### src/rtl/selftest_pkg.sv
package selftest_pkg;
  localparam int NPHASE = 10;
  localparam int RES_W  = 16;
  localparam int FT_W   = 3;
  localparam int PH_W   = $clog2(NPHASE);

  // machine cycles taken by each phase
  function automatic int phase_len(input int idx);
    case (idx)
      0:       return 47;
      1:       return 79;
      2:       return 18;
      3:       return 5632;
      4:       return 12;
      5:       return 13;
      6:       return 13;
      7:       return 17;
      8:       return 13;
      default: return 15;
    endcase
  endfunction

  function automatic int longest_phase();
    int m;
    m = 0;
    for (int i = 0; i < NPHASE; i++)
      if (phase_len(i) > m) m = phase_len(i);
    return m;
  endfunction

  localparam int CNT_W = $clog2(longest_phase());

  // result-word bit reporting a failed phase
  function automatic int fail_bit(input int idx);
    return (idx < 2) ? 7 : idx + 6;
  endfunction
endpackage

### src/rtl/selftest_timer.sv
module selftest_timer
  import selftest_pkg::*;
(
  input  logic            clk,
  input  logic            rst_n,
  input  logic            launch_i,
  input  logic            cyc_en_i,
  output logic            busy_o,
  output logic [PH_W-1:0] phase_o,
  output logic            phase_end_o,
  output logic            last_end_o
);
  logic [CNT_W-1:0] cnt_q;
  logic [CNT_W-1:0] cnt_lim;

  assign cnt_lim     = CNT_W'(phase_len(int'(phase_o)) - 1);
  assign phase_end_o = busy_o & cyc_en_i & (cnt_q == cnt_lim);
  assign last_end_o  = phase_end_o & (phase_o == PH_W'(NPHASE - 1));

  always_ff @(posedge clk or negedge rst_n) begin
    if (!rst_n) begin
      busy_o  <= 1'b0;
      phase_o <= '0;
      cnt_q   <= '0;
    end else if (launch_i) begin
      busy_o  <= 1'b1;
      phase_o <= '0;
      cnt_q   <= '0;
    end else if (busy_o && cyc_en_i) begin
      if (phase_end_o) begin
        cnt_q <= '0;
        if (last_end_o) busy_o  <= 1'b0;
        else            phase_o <= phase_o + 1'b1;
      end else begin
        cnt_q <= cnt_q + 1'b1;
      end
    end
  end
endmodule

### src/rtl/selftest_accum.sv
module selftest_accum
  import selftest_pkg::*;
(
  input  logic              clk,
  input  logic              rst_n,
  input  logic              clear_i,
  input  logic              skip_i,
  input  logic              phase_end_i,
  input  logic              last_end_i,
  input  logic [PH_W-1:0]   phase_i,
  input  logic [NPHASE-1:0] fail_i,
  output logic [RES_W-1:0]  result_o,
  output logic [FT_W-1:0]   fault_o,
  output logic              irq_o,
  output logic              npu_o,
  output logic              done_o
);
  logic             cur_fail;
  logic [RES_W-1:0] fail_mask;
  logic [RES_W-1:0] res_d;
  logic             any_fail;

  assign cur_fail  = phase_end_i & fail_i[phase_i];
  assign fail_mask = RES_W'(1) << fail_bit(int'(phase_i));
  assign res_d     = cur_fail ? (result_o | fail_mask) : result_o;
  assign any_fail  = (res_d != '0);

  always_ff @(posedge clk or negedge rst_n) begin
    if (!rst_n) begin
      result_o <= '0;
      fault_o  <= '0;
      irq_o    <= 1'b0;
      npu_o    <= 1'b0;
      done_o   <= 1'b0;
    end else begin
      done_o <= 1'b0;
      if (clear_i) begin
        result_o <= '0;
        fault_o  <= '0;
        irq_o    <= 1'b0;
        npu_o    <= skip_i;
        done_o   <= skip_i;
      end else begin
        result_o <= res_d;
        if (last_end_i) begin
          fault_o <= FT_W'(any_fail);
          irq_o   <= any_fail;
          npu_o   <= ~any_fail;
          done_o  <= 1'b1;
        end
      end
    end
  end
endmodule

### src/rtl/selftest_evfilt.sv
module selftest_evfilt #(
  parameter int EVT_W = 4
) (
  input  logic             clk,
  input  logic             rst_n,
  input  logic             busy_i,
  input  logic             wipe_i,
  input  logic [EVT_W-1:0] evt_i,
  output logic [EVT_W-1:0] pend_o
);
  always_ff @(posedge clk or negedge rst_n) begin
    if (!rst_n)      pend_o <= '0;
    else if (wipe_i) pend_o <= '0;
    else if (!busy_i) pend_o <= pend_o | evt_i;
  end
endmodule

### src/rtl/selftest_seq.sv
module selftest_seq
  import selftest_pkg::*;
#(
  parameter int EVT_W = 4
) (
  input  logic              clk,
  input  logic              rst_n,
  input  logic              start_i,
  input  logic              test_en_i,
  input  logic              cyc_en_i,
  input  logic [NPHASE-1:0] phase_fail_i,
  input  logic [EVT_W-1:0]  ext_evt_i,
  output logic [RES_W-1:0]  result_o,
  output logic [FT_W-1:0]   fault_o,
  output logic              irq_l1_o,
  output logic              npu_o,
  output logic              done_o,
  output logic [EVT_W-1:0]  ext_pend_o
);
  logic            busy;
  logic [PH_W-1:0] phase;
  logic            phase_end;
  logic            last_end;
  logic            start_fire;
  logic            skip_fire;
  logic            finish;

  assign start_fire = start_i & ~busy;
  assign skip_fire  = start_fire & ~test_en_i;
  assign finish     = last_end | skip_fire;

  selftest_timer u_timer (
    .clk        (clk),
    .rst_n      (rst_n),
    .launch_i   (start_fire & test_en_i),
    .cyc_en_i   (cyc_en_i),
    .busy_o     (busy),
    .phase_o    (phase),
    .phase_end_o(phase_end),
    .last_end_o (last_end)
  );

  selftest_accum u_accum (
    .clk        (clk),
    .rst_n      (rst_n),
    .clear_i    (start_fire),
    .skip_i     (skip_fire),
    .phase_end_i(phase_end),
    .last_end_i (last_end),
    .phase_i    (phase),
    .fail_i     (phase_fail_i),
    .result_o   (result_o),
    .fault_o    (fault_o),
    .irq_o      (irq_l1_o),
    .npu_o      (npu_o),
    .done_o     (done_o)
  );

  selftest_evfilt #(.EVT_W(EVT_W)) u_evfilt (
    .clk   (clk),
    .rst_n (rst_n),
    .busy_i(busy),
    .wipe_i(finish),
    .evt_i (ext_evt_i),
    .pend_o(ext_pend_o)
  );
endmodule

### config.mk
export PLATFORM = sky130hd
export DESIGN_NAME = selftest_seq
export DESIGN_NICKNAME = d
export VERILOG_FILES = /design/src/rtl/selftest_pkg.sv /design/src/rtl/selftest_timer.sv /design/src/rtl/selftest_accum.sv /design/src/rtl/selftest_evfilt.sv /design/src/rtl/selftest_seq.sv
export SDC_FILE = /design/constraint.sdc
export NUM_CORES = 1
export LEC_CHECK = 0
export BUFFER_PORTS_ARGS = -buffer_cell sky130_fd_sc_hd__buf_4
export CAP_MARGIN = 10
export CORE_ASPECT_RATIO = 0.75
export CORE_UTILIZATION = 24
export CTS_BUF_LIST = sky130_fd_sc_hd__clkbuf_16
export CTS_CLUSTER_SIZE = 14
export DETAILED_ROUTE_END_ITERATION = 6
export GPL_TIMING_DRIVEN = 0
export MAX_ROUTING_LAYER = met4
export RECOVER_POWER = 50
export SLEW_MARGIN = 5
export SYNTH_ARGS = -nofsm -noshare
export SYNTH_HDL_FRONTEND = slang
export SYNTH_HIERARCHICAL = 1
export SYNTH_SLANG_ARGS = --single-unit
### constraint.sdc
create_clock -name clk -period 4.8 [get_ports clk]
set_input_delay 0.24 -clock clk [delete_from_list [all_inputs] [get_ports clk]]
set_output_delay 0.24 -clock clk [all_outputs]
set_load 0.01 [all_outputs]
# Word-level counts from Yosys, hierarchy flattened

Memories as Yosys holds them, arrays and structs flattened.
Cells that the tools add are included.

Flip-flop bits (word level): 44
Bits in latches: 0
Memory bits (writable): 0
Memory bits (read-only): 160
Output and inout bits: 26
Logic and storage cells: 68
Memories: 1

$add $sub $neg: 4
$mul: 0
Divide/modulo/power cells: 0
$lt $le $gt $ge: 2
Eq/ne operators: 4
Shift-type cells: 1
Multiplexer cells: 26
Bitwise operators: 13
Reduce and logical (&&, ||, !) cells: 8

Memories:

| name            | words | bits a word | rd ports | clocked after memory_dff | wr ports | line              | text |
|---|---|---|---|---|---|---|---|
| (no name shown) | 16    | 10          | 1        | 0                        | 0        | selftest_pkg.sv:9 | `case (idx)` |

Operators with widths:

| kind                    | count |
|---|---|
| $mux W13                | 3 |
| $mux W16                | 2 |
| $mux W32                | 1 |
| $shl A1 B32 Y16 const A | 1 |
| $mux W4                 | 6 |
| $or A16 B16 Y16         | 1 |
| $reduce_bool A16 Y1     | 1 |
| $add A13 B1 Y13 const B | 1 |
| $eq A13 B13 Y1          | 1 |
| $sub A13 B2 Y13 const B | 1 |
| $mux W1                 | 11 |
| $reduce_bool A2 Y1      | 4 |
| $and A1 B1 Y1           | 7 |
| $mux W3                 | 2 |
| $reduce_and A3 Y1       | 2 |
| $add A4 B3 Y5 const B   | 1 |
| $lt A4 B5 Y1 const B    | 1 |
| $add A4 B1 Y4 const B   | 1 |
| $bmux W1 S4             | 1 |
| $eq A4 B4 Y1 const B    | 1 |
| $lt A4 B2 Y1 const B    | 1 |
| $or A4 B4 Y4            | 1 |
| $not A1 Y1              | 3 |
| $ne A2 B1 Y1 const B    | 1 |
| 3 further kinds         | 3 |

# Logic depth before layout (Yosys ltp)

Gate-level depths: netlist of run 1.
An unclocked memory read counts as a cell.

Depth in word-level cells: 10
Mapped depth: 20
Mapped depth without buffers: 18

# By module

The synthesis of run 1 kept the hierarchy.

Modules (own cells, without submodules):

| module          | times used | cells each | area each (um^2) |
|---|---|---|---|
| selftest_timer  | 1          | 178        | 1611.5 |
| selftest_accum  | 1          | 117        | 1092.3 |
| selftest_evfilt | 1          | 16         | 160.2 |
| selftest_seq    | 1          | 5          | 35.0 |

# Worst setup path before layout of run 1

No wires, ideal clock.

Path kind: register to register
Start: register u_timer.phase_o[1]
End: register u_accum.fault_o[0]
Setup time: 0.134 ns
Data arrival time: 3.875 ns
Required time: 4.666 ns
Path slack: 0.790 ns
Cell stages (with the launch flop): 20
Path buffers: 1
Cells stage by stage: dfrtp_1 > ha_1 > inv_1 > ha_1 > clkbuf_1 > o21ai_0 > ha_1 > ha_1 > xor2_1 > o2111ai_1 > nor4bb_1 > nand4_1 > nor3_4 > nand2_1 > inv_1 > inv_1 > nor4_1 > nand4_1 > a211o_1 > nor3b_2

Elaborated cells between the ends (all ways): 19

RTL lines:

| item                                | line                 | text |
|---|---|---|
| start: declaration                  | selftest_timer.sv:9  | `output logic [PH_W-1:0] phase_o,` |
| start signal: assignment            | selftest_timer.sv:33 | `else phase_o <= phase_o + 1'b1;` |
| $mem_v2 Z16 W10                     | n/a                  |  |
| $sub A13 B2 Y13                     | selftest_timer.sv:16 | `assign cnt_lim = CNT_W'(phase_len(int'(phase_o)) - 1);` |
| $eq A13 B13 Y1                      | selftest_timer.sv:17 | `assign phase_end_o = busy_o & cyc_en_i & (cnt_q == cnt_lim);` |
| $and A1 B1 Y1                       | selftest_timer.sv:17 |  |
| net phase_end                       | selftest_seq.sv:22   | `logic phase_end;` |
| $and A1 B1 Y1                       | selftest_timer.sv:18 | `assign last_end_o = phase_end_o & (phase_o == PH_W'(NPHASE - 1));` |
| net last_end                        | selftest_seq.sv:23   | `logic last_end;` |
| $reduce_bool A2 Y1 (no source line) | n/a                  |  |
| end signal: assignment              | selftest_accum.sv:46 | `fault_o <= FT_W'(any_fail);` |
| end: declaration                    | selftest_accum.sv:13 | `output logic [FT_W-1:0] fault_o,` |

The timed path passes the listed nets, and every way through them passes these cells. The select of a mux whose other input is x is not followed.
A chain may end at the register's enable or synchronous reset.

# Final worst setup path of run 1

Start: register u_timer.phase_o[2]
End: register u_accum.result_o[8]

Longest elaborated chain between the ends: 7
Elaborated cells between the ends (all ways): 14

RTL lines:

| item                   | line                 | text |
|---|---|---|
| $mem_v2 Z16 W10        | n/a                  |  |
| $sub A13 B2 Y13        | selftest_timer.sv:16 |  |
| $eq A13 B13 Y1         | selftest_timer.sv:17 |  |
| $and A1 B1 Y1          | selftest_timer.sv:17 |  |
| net phase_end          | selftest_seq.sv:22   |  |
| $and A1 B1 Y1          | selftest_accum.sv:23 | `assign cur_fail = phase_end_i & fail_i[phase_i];` |
| $mux W16               | selftest_accum.sv:25 | `assign res_d = cur_fail ? (result_o \| fail_mask) : result_o;` |
| $mux W16               | selftest_accum.sv:37 | `if (clear_i) begin` |
| end signal: assignment | selftest_accum.sv:44 | `result_o <= res_d;` |
| end: declaration       | selftest_accum.sv:12 | `output logic [RES_W-1:0] result_o,` |

The timed path passes the listed nets, and every way through them passes these cells. The select of a mux whose other input is x is not followed.

==> results of run 1 <==
==> layout make-up <==
cell class                 instances  area (um2)  area share (%)
buffer                            18         119            3.32
clock buffer                       5         125            3.49
tap                              162         203            5.66
sequential                        41        1030            28.7
clock inverter                     3        21.3           0.594
multi-input combinational        240        1710            47.6
inverter                          18        67.6            1.89
timing repair buffer              48         314            8.77
==> layer usage <==
| layer | up-vias | global-route usage [%] | wire length [um] |
|---|---|---|---|
| met5 | - | - | 0 |
| met4 | 0 | 1.90 | 31 |
| met3 | 2 | 1.71 | 392 |
| met2 | 68 | 16.5 | 2910 |
| met1 | 1199 | 19.7 | 3910 |
| li1 | 1210 | - | - |
==> sequential cells by signal, summed over array words and instances (netlist names) <==
register,cells
u_accum/done_o,1
u_evfilt/pend_o,4
u_timer/phase_o,4
u_timer/busy_o,1
u_accum/fault_o,1
u_accum/npu_o,1
u_accum/result_o,16
u_timer/cnt_q,13
==> worst max-delay path, stage by stage, from the launching register on <==
cell,delay (ps)
dfrtp_1,390
buf_6,140
buf_2,190
inv_1,140
ha_1,170
clkbuf_1,300
o21ai_1,120
ha_2,220
ha_1,300
xor2_1,150
o2111ai_1,150
nor4bb_2,370
nand4_1,190
nor3_4,240
buf_4,180
nor4b_1,780
a21oi_1,140
nor2_1,140
==> where the power goes <==
| group | internal (uW) | total (uW) | switching [uW] |
|---|---|---|---|
| Sequential | 388 | 431 | 43.1 |
| Clock | 194 | 338 | 144 |
| Combinational | 90.0 | 194 | 104 |
==> cell families after synthesis <==
kind of cell	synth area share, %
buf+inv	6.43
fa+ha+maj	4.32
simple gates	29.7
compound gates	14.1
mux	3.88
xor+xnor	6.04
flops	35.4
other cells	0.129
==> worst max-delay path by stage <==
stage                                          end  slack (ps)
finish               u_accum/result_o[8]$_DFF_PN0_         400
global route        u_accum/fault_o[0]$_DFFE_PN0P_          40
CTS                  u_accum/result_o[8]$_DFF_PN0_         250
detailed placement  u_accum/fault_o[0]$_DFFE_PN0P_        -160
global placement    u_accum/fault_o[0]$_DFFE_PN0P_        -130
floorplan           u_accum/fault_o[0]$_DFFE_PN0P_         790
==> Yosys cell counts, types with 3 or more instances <==
library cell and instances:
nor2_4 10, clkbuf_1 7, o21ai_0 5, nor2b_1 4, nor3_1 9, a21oi_1 26, nor4_1 8, and3_1 4
mux2i_1 9, o21a_1 3, and2_1 3, or3_1 3, nand4_1 7, ha_1 10, buf_4 4, nor2_1 39
nand3_1 3, buf_2 4, inv_1 17, xor2_1 9, nand2_1 18, dfrtp_1 41, nand2b_1 6, xnor2_1 11
==> what timing repair did <==
action | in CTS | in global routing
gates resized for setup | 1 | 4
setup buffers | 3 | 2
hold buffers | 1 | 0
endpoints found under the hold margin | 41 | 0
pin swaps | 1 | 0
setup endpoints to repair | 6 | 10
==> per-stage QoR <==
stage	setup TNS (ps)	total power [uW]	hold WS (ps)
6_report	0	963	217
3_5_place_dp	-221	641	263
4_1_cts	0	982	214
5_1_grt	0	1010	227
2_1_floorplan	0	558	-55.6
3_3_place_gp	-168	637	255
==> cells in the final DEF, fill, tap and decap left out, types with 5 or more instances in the layout <==
master     instances
nor2_4            10
nand2_1           18
xor2_1             9
buf_4             38
nor2_1            39
inv_1             17
xnor2_1           11
mux2i_1            9
nand2b_1           6
nor4_1             7
a21oi_1           26
clkbuf_1          20
ha_1               9
nand4_1            7
clkbuf_16          5
dfrtp_1           40
nor3_1             9
==> flow_summary.toml, run 1 <==
[sta]
timing.final.crit_period_ps = 4400
slew_headroom_pct = -49.0
clock.fmax_mhz = 227
fin_ws_ps = 397
report.final.slew_viol_count = 42
setup_viol = 0
clock_skew_ps = 5.86
tightest_slew_ps = 2230
rsz0062_at_grt = "false"
post-route-period-util_pct = 91.7
finalHoldViolations = 0

[placed_design]
place_area_um2 = 3420
io_buffers = 42
place_hpwl_um = 5580
post-place-cells = 521
place_congestion = 0.814
place_ws_ps = -158

[routing]
drt_first_iter_violations = 160
ant_nets = 0
vias = 2479
drt-vias-per-instance = 4.63
drt-wirelength-per-cell_um = 13.5
drc_errors = 0
drt-pass1-iter-count = 4
wl_um = 7250

[clock_tree]
htreeDepth = 2
clk_path_buf_depth = 2
numCtsBuffers = 5
clkLatencyLatePin_ps = 280
path_clk_slew_ps = 70
cts.sinks = 41
cts_root_buffer = "clkbuf_16"
cts_tree = "yes"

[grt]
globalRouteOverflowTotal = 0
antenna_found_initial = 0
first_global_vias = 2324
grt_pass1_wl_um = 12100
grt_use_total_pct = 12.4
grt_max_degree = 42

[critical_path]
crit-reg2reg-capture = "u_accum/result_o[8]$_DFF_PN0_"
crit_required_ps = 5010
ff2ff_path_depth = 17
ff2ff_setup_slack_ps = 400
cp_max_fo = 10
worst_ep_arrival_time_ps = 4610
startpoint = "u_timer/phase_o[2]$_DFFE_PN0P_"
crit_path_start_kind = "flop"
reg2reg_from = "u_timer/phase_o[2]$_DFFE_PN0P_"
cp-end-kind = "flop"
critPathKind = "reg2reg"

[synthesis]
async_flop_share_pct = 100
syn_avg_cell_area_um2 = 9.17
yosys-top-cells-area = "dfrtp_1 35%, nor2_1 5.0%, a21oi_1 4.5%, ha_1 4.3%, nor2_4 3.9%"
synth_cells = 316
synth_seq_area_share_pct = 35.4
netlist.area_leader.share_pct = 35.4
synth_edf_count = 0
yosys.area.top_type = "dfrtp_1"
synth_flop_cell = "dfrtp_1"
ys_types = 70
syn_area_um2 = 2900
ys_seq_elements = 41
yosysWarnings = 6

[final_layout]
fill_cells = 1251
nNetsFinal = 401
fin_util_pct = 30.6
area_growth_pct = 23.6
finalNonFillerCells = 535
drive_gt1_share_pct = 23.1
design_area_um2 = 3580
antennaDiodeCount = 0

[pwr]
p_leak_uw = 0.00155
peakVddDrop_mv = 0.136
power_per_cell_area_nw_per_um2 = 269

[floorplan]
coreArea_um2 = 11700
initial_core_util_pct = 24.8
rows = 34
die_h_um = 97.2
ios = 45
die_x_um = 129
die_area_um2 = 12500

[hold_path]
worstHoldStart = "ext_evt_i[1]"
min_to = "u_evfilt/pend_o[1]$_DFFE_PN0P_"
hold_path_depth = 3
hold_path.class = "in2reg"

[status]
violations = "capacitance limit, slew limit"
status = "finished, violations left"

[flow_run]
drv_cap = 1
No activity file was read; power rests on OpenSTA's default activity.
==> run 2, diff against run 1 <==
PLACE_DENSITY = 0.39   (was unset)
==> run 2 against run 1 <==
  * Clock skew is 0.73 ps higher
  * Die area stayed put
  * Critical path depth is 2 higher
  * Design area is 0.17% lower
  * Sequential power hardly changed
  * Sequential cell count stayed put
  * First-iteration DRC count is 29% higher
  * The run still ends with capacitance limit, slew limit left
  * Fmax is 2.2% lower
  * Critical path type unchanged
  * Power is 0.36% higher
==> flow_summary.toml, run 2 (synthesis gave the netlist of run 1 again) <==
[status]
status = "finished, violations left"
violations = "capacitance limit, slew limit"

[final_layout]
mostFrequentLayoutCells = "40 x dfrtp_1, 39 x nor2_1, 36 x buf_4"
regMostFlops = "u_accum/result_o"
reg_top3 = "u_accum/result_o (16), u_timer/cnt_q (13)"
fill_cells = 1269
area_growth_pct = 23.3
seqCellArea_um2 = 1030
design_area_um2 = 3580
nNetsFinal = 397
largest_reg_flops = 16
antennaDiodeCount = 0
multi_input_area_um2 = 1720
final_common_cell = "dfrtp_1"
drive_gt1_share_pct = 23.6

[critical_path]
worstPathCellList = "ha_2, inv_1, ha_1, clkbuf_1, o21ai_1, ha_2, ha_2, xor2_1, o2111ai_1, nor4bb_2, nand4_1, nor3_4, nand2_1, inv_1, inv_1, nor4_2, nand4_1, a211o_1, nor3b_2"
worst_ep_arrival_time_ps = 4660
crit_required_ps = 4960
crit_path_start_kind = "flop"
slowest_delay_ps = 550
cp_max_fo = 19
cp_slowest_cell = "dfrtp_4"
cp-end-kind = "flop"
critPathKind = "reg2reg"
ff2ff_path_depth = 19

[placed_design]
place_area_um2 = 3420
place_hpwl_um = 6030
place_congestion = 0.805
io_buffers = 42

[grt]
grt_pass1_wl_um = 13300
antenna_found_initial = 0
grt_max_degree = 42
grt_use_total_pct = 14.2
first_global_vias = 2377
globalRouteOverflowTotal = 0

[sta]
finalHoldViolations = 0
slew_headroom_pct = -55.2
report.final.slew_viol_count = 42
hold_slack_ps = 207
clock_skew_ps = 6.59
timing.final.crit_period_ps = 4500
tightest_slew_ps = 2330
setup_tns_ps = 0
post-route-period-util_pct = 93.8
clock.fmax_mhz = 222
setup_viol = 0
rsz0062_at_grt = "true"

[flow_run]
drv_cap = 1

[routing]
drc_errors = 0
vias = 2444
drt-pass1-iter-count = 6
ant_nets = 0
wl_um = 8010
drt-wirelength-per-cell_um = 15.1
drt-vias-per-instance = 4.60
drt_first_iter_violations = 207

[floorplan]
die_h_um = 97.2
die_area_um2 = 12500
ios = 45
rows = 34
coreArea_um2 = 11700
die_x_um = 129
initial_core_util_pct = 24.8

[pwr]
clkPwrFrac_pct = 35.6
pwr-share-comb_pct = 19.9
p_int_uw = 665
peakVddDrop_mv = 0.152
power.switching_uw = 301
power_frac_seq_pct = 44.5
p_leak_uw = 0.00153
switching_share_pct = 31.2
power_per_cell_area_nw_per_um2 = 270

[clock_tree]
cts.sinks = 41
numCtsBuffers = 5
cts_root_buffer = "clkbuf_16"
cts_tree = "yes"
clkLatencyLatePin_ps = 290
htreeDepth = 2
path_clk_slew_ps = 70
clk_path_buf_depth = 2

[hold_path]
hold_path_depth = 3
hold_path.class = "in2reg"
-- run 2: repair_timing --
item | CTS | global route
endpoints found under the hold margin | 41 | 0
gates cloned | 0 | 0
pin swaps | 1 | 1
hold buffers | 1 | 0
buffers inserted | 2 | 0
gates resized for setup | 1 | 9
endpoints found under the setup margin | 10 | 11
-- run 2: worst max-delay path, delay by kind of cell, from the launching register on --
family	cells	cell delay, ps
xor+xnor	1	130
simple gates	7	1460
buf+inv	4	470
flops	1	550
fa+ha+maj	4	1040
compound gates	3	720
-- run 2: per-layer routing --
layer	vias to the layer above	part of all wire (%)	global-route usage (%)
li1	1212	-	-
met1	1173	56	23.1
met2	52	39	17.4
met3	7	4.7	2.15
met4	0	0.79	3.26
met5	-	0	-
-- run 2: path summary, 6_finish.rpt --
| path | start | endpoint | slack (ps) |
|---|---|---|---|
| worst min-delay path | ext_evt_i[3] | u_evfilt/pend_o[3]$_DFFE_PN0P_ | 210 |
| worst max-delay path | u_timer/phase_o[1]$_DFFE_PN0P_ | u_accum/fault_o[0]$_DFFE_PN0P_ | 300 |
| max in group asynchronous | rst_n | u_timer/phase_o[1]$_DFFE_PN0P_ | 1960 |
| worst max register to register | u_timer/phase_o[1]$_DFFE_PN0P_ | u_accum/fault_o[0]$_DFFE_PN0P_ | 300 |
| min in group asynchronous | rst_n | u_accum/result_o[9]$_DFF_PN0_ | 1200 |
| worst min register to register | u_evfilt/pend_o[3]$_DFFE_PN0P_ | u_evfilt/pend_o[3]$_DFFE_PN0P_ | 520 |
-- run 2: area by class of cell --
cell class | instances | area share (%)
Multi-Input combinational cell | 240 | 48.0
Sequential cell | 41 | 28.8
Timing Repair Buffer | 45 | 8.26
Tap cell | 162 | 5.67
Clock buffer | 5 | 3.50
Buffer | 17 | 3.29
Inverter | 18 | 1.89
Clock inverter | 3 | 0.595
-- run 2: per-stage QoR --
stage                     worst slack [ps]  total power, uW  std cells  utilization [%]
after floorplan                        790              558        317                -
after global placement                -382              643        521             29.2
after detailed placement              -421              643        521             29.2
after CTS                             24.4             1000        532             30.7
after global routing                 -38.9             1020        531             30.6
final                                  297              967        531             30.6
-- run 2: power groups by stage --
| stage | Sequential (uW) | Combinational, uW | Clock (uW) |
|---|---|---|---|
| 2_1_floorplan | 436 | 122 | 0 |
| 3_3_place_gp | 438 | 205 | 0 |
| 3_5_place_dp | 437 | 206 | 0 |
| 4_1_cts | 432 | 210 | 359 |
| 5_1_grt | 439 | 216 | 370 |
| 6_report | 430 | 192 | 344 |
